$ cat src/rtl/serial_char_rx_pkg.sv
// Shared constants and types for the serial character receiver.
package serial_char_rx_pkg;

    localparam int CHAR_MAX = 8;   // widest character in bits
    localparam int MIN_LEN  = 5;   // length for code 0

    // Decoded line-control settings used while a frame is received
    typedef struct packed {
        logic [1:0] len_code;   // 0..3 -> 5..8 bits
        logic       par_en;     // parity bit present
        logic       par_even;   // even sense / space when stick
        logic       par_stick;  // forced parity value
    } rx_cfg_t;

    typedef enum logic [2:0] {
        ST_IDLE,
        ST_START,
        ST_DATA,
        ST_PAR,
        ST_STOP,
        ST_HOLD
    } rx_state_t;

endpackage

$ cat src/rtl/rx_sync.sv
// Multi-stage synchronizer for the asynchronous receive line.
// Assumes the line idles high; all stages reset to 1 so no false start
// is seen leaving reset.
module rx_sync #(
    parameter int STAGES = 2
) (
    input  logic clk,
    input  logic rst_n,
    input  logic din,
    output logic dout
);
    logic [STAGES-1:0] chain;

    // Shift the raw line through the synchronizer stages
    always_ff @(posedge clk) begin
        if (!rst_n) chain <= '1;
        else        chain <= {chain[STAGES-2:0], din};
    end

    assign dout = chain[STAGES-1];
endmodule

$ cat src/rtl/rx_lcr_decode.sv
// Decodes the 8-bit line-control byte into the receive settings.
// Stop-bit count and the upper control bits do not affect reception.
module rx_lcr_decode
    import serial_char_rx_pkg::*;
(
    input  logic [7:0] lcr,
    output rx_cfg_t    cfg
);
    logic unused_lcr_bits;

    // Map control fields onto the configuration struct
    always_comb begin
        cfg.len_code  = lcr[1:0];
        cfg.par_en    = lcr[3];
        cfg.par_even  = lcr[4];
        cfg.par_stick = lcr[5];
    end

    assign unused_lcr_bits = ^{lcr[7:6], lcr[2]};
endmodule

$ cat src/rtl/rx_frame_fsm.sv
// Frame sequencer: hunts for a start bit, confirms it at mid-bit, then
// samples data, optional parity and the first stop bit one bit period
// apart. Assumes a synchronized line and an oversampling tick of OSR per bit.
module rx_frame_fsm
    import serial_char_rx_pkg::*;
#(
    parameter int OSR = 16
) (
    input  logic                clk,
    input  logic                rst_n,
    input  logic                os_tick,
    input  logic                rxd_s,
    input  rx_cfg_t             cfg_live,
    output rx_cfg_t             cfg_q,
    output logic                frame_done,
    output logic [CHAR_MAX-1:0] data_q,
    output logic                par_q,
    output logic                stop_q
);
    localparam int CNT_W = $clog2(OSR);
    localparam int IDX_W = $clog2(CHAR_MAX);
    localparam logic [CNT_W-1:0] HALF_LAST = CNT_W'(OSR / 2 - 1);
    localparam logic [CNT_W-1:0] FULL_LAST = CNT_W'(OSR - 1);

    rx_state_t          state;
    logic [CNT_W-1:0]   tick_cnt;
    logic [IDX_W-1:0]   bit_idx;
    logic [IDX_W-1:0]   last_idx;
    logic               at_sample;

    // Index of the final data bit for the captured length
    assign last_idx  = IDX_W'(MIN_LEN - 1) + IDX_W'(cfg_q.len_code);
    // A full bit period has elapsed on this tick
    assign at_sample = os_tick && (tick_cnt == FULL_LAST);

    // Frame state, bit timing and bit capture
    always_ff @(posedge clk) begin
        if (!rst_n) begin
            state      <= ST_IDLE;
            tick_cnt   <= '0;
            bit_idx    <= '0;
            data_q     <= '0;
            par_q      <= 1'b0;
            stop_q     <= 1'b1;
            cfg_q      <= '0;
            frame_done <= 1'b0;
        end else begin
            frame_done <= 1'b0;
            unique case (state)
                ST_IDLE: begin
                    if (os_tick && !rxd_s) begin
                        state    <= ST_START;
                        tick_cnt <= '0;
                    end
                end
                ST_START: begin
                    if (os_tick) begin
                        if (tick_cnt == HALF_LAST) begin
                            tick_cnt <= '0;
                            if (!rxd_s) begin
                                state   <= ST_DATA;
                                bit_idx <= '0;
                                data_q  <= '0;
                                cfg_q   <= cfg_live;
                            end else begin
                                state <= ST_IDLE;
                            end
                        end else begin
                            tick_cnt <= tick_cnt + 1'b1;
                        end
                    end
                end
                ST_DATA: begin
                    if (at_sample) begin
                        tick_cnt        <= '0;
                        data_q[bit_idx] <= rxd_s;
                        if (bit_idx == last_idx)
                            state <= cfg_q.par_en ? ST_PAR : ST_STOP;
                        else
                            bit_idx <= bit_idx + 1'b1;
                    end else if (os_tick) begin
                        tick_cnt <= tick_cnt + 1'b1;
                    end
                end
                ST_PAR: begin
                    if (at_sample) begin
                        tick_cnt <= '0;
                        par_q    <= rxd_s;
                        state    <= ST_STOP;
                    end else if (os_tick) begin
                        tick_cnt <= tick_cnt + 1'b1;
                    end
                end
                ST_STOP: begin
                    if (at_sample) begin
                        tick_cnt   <= '0;
                        stop_q     <= rxd_s;
                        frame_done <= 1'b1;
                        state      <= rxd_s ? ST_IDLE : ST_HOLD;
                    end else if (os_tick) begin
                        tick_cnt <= tick_cnt + 1'b1;
                    end
                end
                ST_HOLD: begin
                    if (rxd_s) state <= ST_IDLE;
                end
                default: state <= ST_IDLE;
            endcase
        end
    end

    // Timing state only moves on a tick (line-wait state excepted)
    assert_tick_gate_R3: assert property (@(posedge clk) disable iff (!rst_n)
        (!os_tick && state != ST_HOLD) |=> ($stable(state) && $stable(tick_cnt)));

    // Entering data phase requires the line low at the confirm point
    assert_start_confirm_R1: assert property (@(posedge clk) disable iff (!rst_n)
        (state == ST_DATA && $past(state) == ST_START) |-> $past(!rxd_s));

    // No hunting for a start bit while the line is still low after a bad stop
    assert_wait_high_R9: assert property (@(posedge clk) disable iff (!rst_n)
        (state == ST_HOLD && !rxd_s) |=> (state == ST_HOLD));
endmodule

$ cat src/rtl/rx_result_reg.sv
// Evaluates parity, framing and break for a finished frame and loads the
// single holding register. Assumes frame_done is a one-cycle pulse with the
// frame fields stable in that cycle.
module rx_result_reg
    import serial_char_rx_pkg::*;
(
    input  logic                clk,
    input  logic                rst_n,
    input  logic                frame_done,
    input  rx_cfg_t             cfg_q,
    input  logic [CHAR_MAX-1:0] data_q,
    input  logic                par_q,
    input  logic                stop_q,
    output logic [CHAR_MAX-1:0] rx_data,
    output logic                rx_valid,
    output logic                parity_err,
    output logic                frame_err,
    output logic                break_det
);
    logic ones_odd;
    logic perr_c;
    logic brk_c;

    // Parity verdict for normal and forced parity
    always_comb begin
        ones_odd = (^data_q) ^ par_q;
        if (!cfg_q.par_en)
            perr_c = 1'b0;
        else if (cfg_q.par_stick)
            perr_c = (par_q == cfg_q.par_even);
        else
            perr_c = (ones_odd == cfg_q.par_even);
    end

    // Break: everything through the first stop bit was low
    assign brk_c = (data_q == '0) && (!cfg_q.par_en || !par_q) && !stop_q;

    // Holding register and status flags, updated once per frame
    always_ff @(posedge clk) begin
        if (!rst_n) begin
            rx_data    <= '0;
            rx_valid   <= 1'b0;
            parity_err <= 1'b0;
            frame_err  <= 1'b0;
            break_det  <= 1'b0;
        end else begin
            rx_valid <= frame_done;
            if (frame_done) begin
                rx_data    <= data_q;
                parity_err <= perr_c;
                frame_err  <= !stop_q;
                break_det  <= brk_c;
            end
        end
    end

    assert_valid_pulse_R10: assert property (@(posedge clk) disable iff (!rst_n)
        rx_valid |=> !rx_valid);

    assert_break_frame_R8: assert property (@(posedge clk) disable iff (!rst_n)
        (rx_valid && break_det) |-> (frame_err && rx_data == '0));

    assert_no_parity_R6: assert property (@(posedge clk) disable iff (!rst_n)
        (rx_valid && !cfg_q.par_en) |-> !parity_err);

    assert_zero_fill_R2: assert property (@(posedge clk) disable iff (!rst_n)
        (rx_valid && cfg_q.len_code == 2'b00) |-> (rx_data[CHAR_MAX-1:MIN_LEN] == '0));

    assert_hold_R10: assert property (@(posedge clk) disable iff (!rst_n)
        !frame_done |=> $stable(rx_data));
endmodule

$ cat src/rtl/serial_char_rx.sv
// Top level of the asynchronous serial character receiver: synchronizer,
// control decode, frame sequencer and result holding register.
// Assumes os_tick pulses OSR times per bit period.
module serial_char_rx
    import serial_char_rx_pkg::*;
#(
    parameter int OSR         = 16,
    parameter int SYNC_STAGES = 2
) (
    input  logic                clk,
    input  logic                rst_n,
    input  logic                os_tick,
    input  logic                rxd,
    input  logic [7:0]          line_ctrl,
    output logic [CHAR_MAX-1:0] rx_data,
    output logic                rx_valid,
    output logic                parity_err,
    output logic                frame_err,
    output logic                break_det
);
    logic                rxd_s;
    rx_cfg_t             cfg_live;
    rx_cfg_t             cfg_q;
    logic                frame_done;
    logic [CHAR_MAX-1:0] data_q;
    logic                par_q;
    logic                stop_q;

    rx_sync #(.STAGES(SYNC_STAGES)) u_sync (
        .clk  (clk),
        .rst_n(rst_n),
        .din  (rxd),
        .dout (rxd_s)
    );

    rx_lcr_decode u_dec (
        .lcr(line_ctrl),
        .cfg(cfg_live)
    );

    rx_frame_fsm #(.OSR(OSR)) u_fsm (
        .clk       (clk),
        .rst_n     (rst_n),
        .os_tick   (os_tick),
        .rxd_s     (rxd_s),
        .cfg_live  (cfg_live),
        .cfg_q     (cfg_q),
        .frame_done(frame_done),
        .data_q    (data_q),
        .par_q     (par_q),
        .stop_q    (stop_q)
    );

    rx_result_reg u_res (
        .clk       (clk),
        .rst_n     (rst_n),
        .frame_done(frame_done),
        .cfg_q     (cfg_q),
        .data_q    (data_q),
        .par_q     (par_q),
        .stop_q    (stop_q),
        .rx_data   (rx_data),
        .rx_valid  (rx_valid),
        .parity_err(parity_err),
        .frame_err (frame_err),
        .break_det (break_det)
    );
endmodule

$ cat config.mk
export PLATFORM = sky130hd
export DESIGN_NAME = serial_char_rx
export DESIGN_NICKNAME = d
export VERILOG_FILES = /design/src/rtl/serial_char_rx_pkg.sv /design/src/rtl/rx_sync.sv /design/src/rtl/rx_lcr_decode.sv /design/src/rtl/rx_frame_fsm.sv /design/src/rtl/rx_result_reg.sv /design/src/rtl/serial_char_rx.sv
export SDC_FILE = /design/constraint.sdc
export NUM_CORES = 1
export LEC_CHECK = 0
export BUFFER_PORTS_ARGS = -buffer_cell sky130_fd_sc_hd__clkbuf_2
export CAP_MARGIN = 20
export CORE_AREA = 3 3 88 73
export CTS_CLUSTER_DIAMETER = 150
export CTS_CLUSTER_SIZE = 10
export DETAILED_ROUTE_END_ITERATION = 12
export DIE_AREA = 0 0 91 76
export GPL_ROUTABILITY_DRIVEN = 0
export GPL_TIMING_DRIVEN = 0
export PLACE_DENSITY = 0.5
export SLEW_MARGIN = 0
export SYNTH_ARGS = -nofsm -noshare
export SYNTH_HDL_FRONTEND = slang
export SYNTH_SLANG_ARGS = --single-unit
export TNS_END_PERCENT = 50
$ cat constraint.sdc
create_clock -name clk -period 2.7 [get_ports clk]
set_input_delay 0.405 -clock clk [delete_from_list [all_inputs] [get_ports clk]]
set_output_delay 0.405 -clock clk [all_outputs]
set_load 0.05 [all_outputs]
==> results.py <==
metrics = {
    "outcome": {
        "status": "finished, final reports clean",
    },
    "sta": {
        "finalCritPeriodShare": 0.706,
        "worst_slew_pin_slew_ps": 666,
        "fin_crit_ps": 1910,
        "max_freq_mhz": 525,
        "rsz0062_at_grt": "no",
        "relSlewSlack": 0.556,
        "hold_violations": 0,
        "fin_skew_ps": 2.11,
        "drv_slew": 0,
        "finalSetupViolCount": 0,
        "whs_ps": 295,
        "setup_tns_ps": 0,
    },
    "global_route": {
        "use_met2": 0.181,
        "grt_pass1_vias": 1464,
        "grt_first_pass_wirelength_mm": 7.58,
        "track_usage": 0.137,
        "grt_max_degree": 11,
        "gr-usage-met1": 0.216,
        "antenna_found_initial": 0,
        "grt.busiest_layer": "met1",
        "grt.overflow.total": 0,
        "use_met3": 0.0326,
    },
    "floorplanning": {
        "die_area_um2": 6920,
        "fp.coreArea_um2": 5530,
        "ios": 24,
        "die_x_um": 91,
        "chipHeight_um": 76,
        "initial_core_util": 0.359,
        "rows": 24,
    },
    "finish": {
        "diodes": 0,
        "area_growth_pct": 13.2,
        "final_common_cell": "dfxtp_1",
        "finalNetCount": 277,
        "final_cell_mix": "40 x dfxtp_1, 24 x nor2_1, 21 x nand2_1, 19 x a21oi_1, 19 x clkbuf_2",
        "post-route-cell-area_um2": 2250,
        "fin_util": 0.407,
        "drive_gt1_frac": 0.148,
    },
    "clock_tree": {
        "cts_max_level": 2,
        "clk_pin_slew_ps": 70,
        "postCtsSetupRepairBufs": 0,
        "cts_sinks": 40,
        "cts-resized-gates": 0,
        "worstSkewPairLatency_ps": 280,
        "cts_root_buffer": "clkbuf_8",
        "cts_hold_buf": 0,
        "cts_buffer_depth": 2,
        "cts_tree": "done",
        "numCtsBuffers": 5,
    },
    "drt": {
        "via_per_inst": 4.97,
        "drt_first_pass_iters": 4,
        "vias": 1665,
        "drc": 0,
        "antenna_left": 0,
        "wire_per_inst_um": 13.8,
        "wl_mm": 4.61,
        "drt-initial-drc-count": 126,
    },
    "logic_synthesis": {
        "synth_edf_count": 0,
        "async_reset_ff_frac": 0,
        "synthSimpleGateAreaFrac": 0.224,
        "synth_top_family_by_area": "simple AND/OR/NAND/NOR gates",
        "synth_xor_area_frac": 0.0353,
        "yosys.area.top_type": "dfxtp_1",
        "syn_nets": 251,
        "yosysTopAreaCellShare": 0.403,
        "ys_warn_count": 0,
        "syn_area_um2": 1990,
        "ys.flop_type": "dfxtp_1",
        "synth_cell_types": 44,
        "syn_avg_cell_area_um2": 8.52,
        "ys_ff_latch": 40,
        "synthAdderAreaFrac": 0.0378,
        "yosysSeqAreaShare": 0.403,
        "yosys-mux-area-fraction": 0.0914,
        "synth.area.top_cells": "dfxtp_1 40%, mux2i_1 8.6%, a21oi_1 4.8%",
        "synth_cells": 233,
        "synth_compound_area_frac": 0.145,
    },
    "placed_design": {
        "post-dp-hpwl_mm": 3.36,
        "port_buffers": 19,
        "dpl_cell_area_um2": 2180,
    },
    "critical_path": {
        "end_kind": "flip-flop",
        "worst_path_largest_cell_delay_ps": 500,
        "worstPathRequired_ps": 2910,
        "cp.arrival_ps": 2120,
        "path_class": "flip-flop to flip-flop",
        "crit_buf_inv": 0,
        "critical_path.max_fanout": 6,
        "critical-path-top-delay-family": "simple AND/OR/NAND/NOR gates",
        "crit_chain": "ha_1, nand4_1, o21ai_1, o41a_1, or4_1, a31oi_1",
        "startpoint_type": "flip-flop",
        "crit_path_top_delay_cell": "or4_1",
    },
    "hold_path": {
        "hold_class": "input pin to flip-flop",
    },
    "pwr": {
        "leakage_nw": 0.866,
        "powerDensity_nw_per_um2": 556,
        "power_mw": 1.25,
        "peakVddDrop_mv": 0.225,
    },
    "run": {
        "cap_viol_max_count": 0,
    },
}
-- worst paths after layout --
check	from	endpoint	slack [ps]	depth (start not counted)
worst max-delay path	u_fsm.tick_cnt[0]	u_fsm.tick_cnt[3]	790	6
worst min register to register	u_sync.chain[0]	u_sync.chain[1]	410	1
worst min-delay path	rxd	u_sync.chain[0]	290	2
worst max register to register	u_fsm.tick_cnt[0]	u_fsm.tick_cnt[3]	790	6
-- per-stage QoR --
stage / worst slack (ps) / cells
6_report: 795 / 335
5_1_grt: 601 / 335
4_1_cts: 797 / 335
3_5_place_dp: 805 / 330
3_3_place_gp: 823 / 330
2_1_floorplan: 1020 / 233
-- registers in the layout, summed over array words and instances (netlist names) --
| signal | cells |
|---|---|
| u_fsm.bit_idx | 3 |
| u_fsm.cfg_q | 5 |
| u_fsm.data_q | 8 |
| u_fsm.frame_done | 1 |
| u_fsm.par_q | 1 |
| u_fsm.state | 3 |
| u_fsm.stop_q | 1 |
| u_fsm.tick_cnt | 4 |
| u_res.break_det | 1 |
| u_res.frame_err | 1 |
| u_res.parity_err | 1 |
| u_res.rx_data | 8 |
| u_res.rx_valid | 1 |
| u_sync.chain | 2 |
-- final cells by class --
type / instances / area [µm²]
inverters: 14 / 52.6
well taps: 78 / 97.6
clock buffers: 5 / 68.8
fillers: 613 / 3280
flip-flops and latches: 40 / 801
repair buffers: 19 / 95.1
multi-input cells: 165 / 1060
plain buffers: 14 / 73.8
-- cells in the mapped netlist, types with 6 or more instances --
| library cell | instances |
|---|---|
| xnor2_1 | 6 |
| nor2_1 | 24 |
| dfxtp_1 | 40 |
| o21ai_0 | 10 |
| nand2_1 | 21 |
| inv_1 | 13 |
| mux2i_1 | 17 |
| ha_1 | 6 |
| nand3_1 | 6 |
| a21oi_1 | 19 |
-- power by group --
group / switching (mW) / total [mW] / internal (mW)
combinational: 0.154 / 0.261 / 0.106
sequential: 0.0215 / 0.628 / 0.607
clock: 0.193 / 0.360 / 0.167
total: 0.369 / 1.25 / 0.880
-- logic make-up after synthesis --
kind of cell,after synthesis
buf+inv,28
mux,18
fa+ha+maj,6
xor+xnor,8
flops,40
simple gates,86
compound gates,47
-- routing by layer --
layer,vias up,routed length (µm)
met2,31,1720
met5,-,0
li1,864,-
met4,0,43
met3,5,211
met1,765,2640
Note: power is estimated with default switching activity, not from simulation.
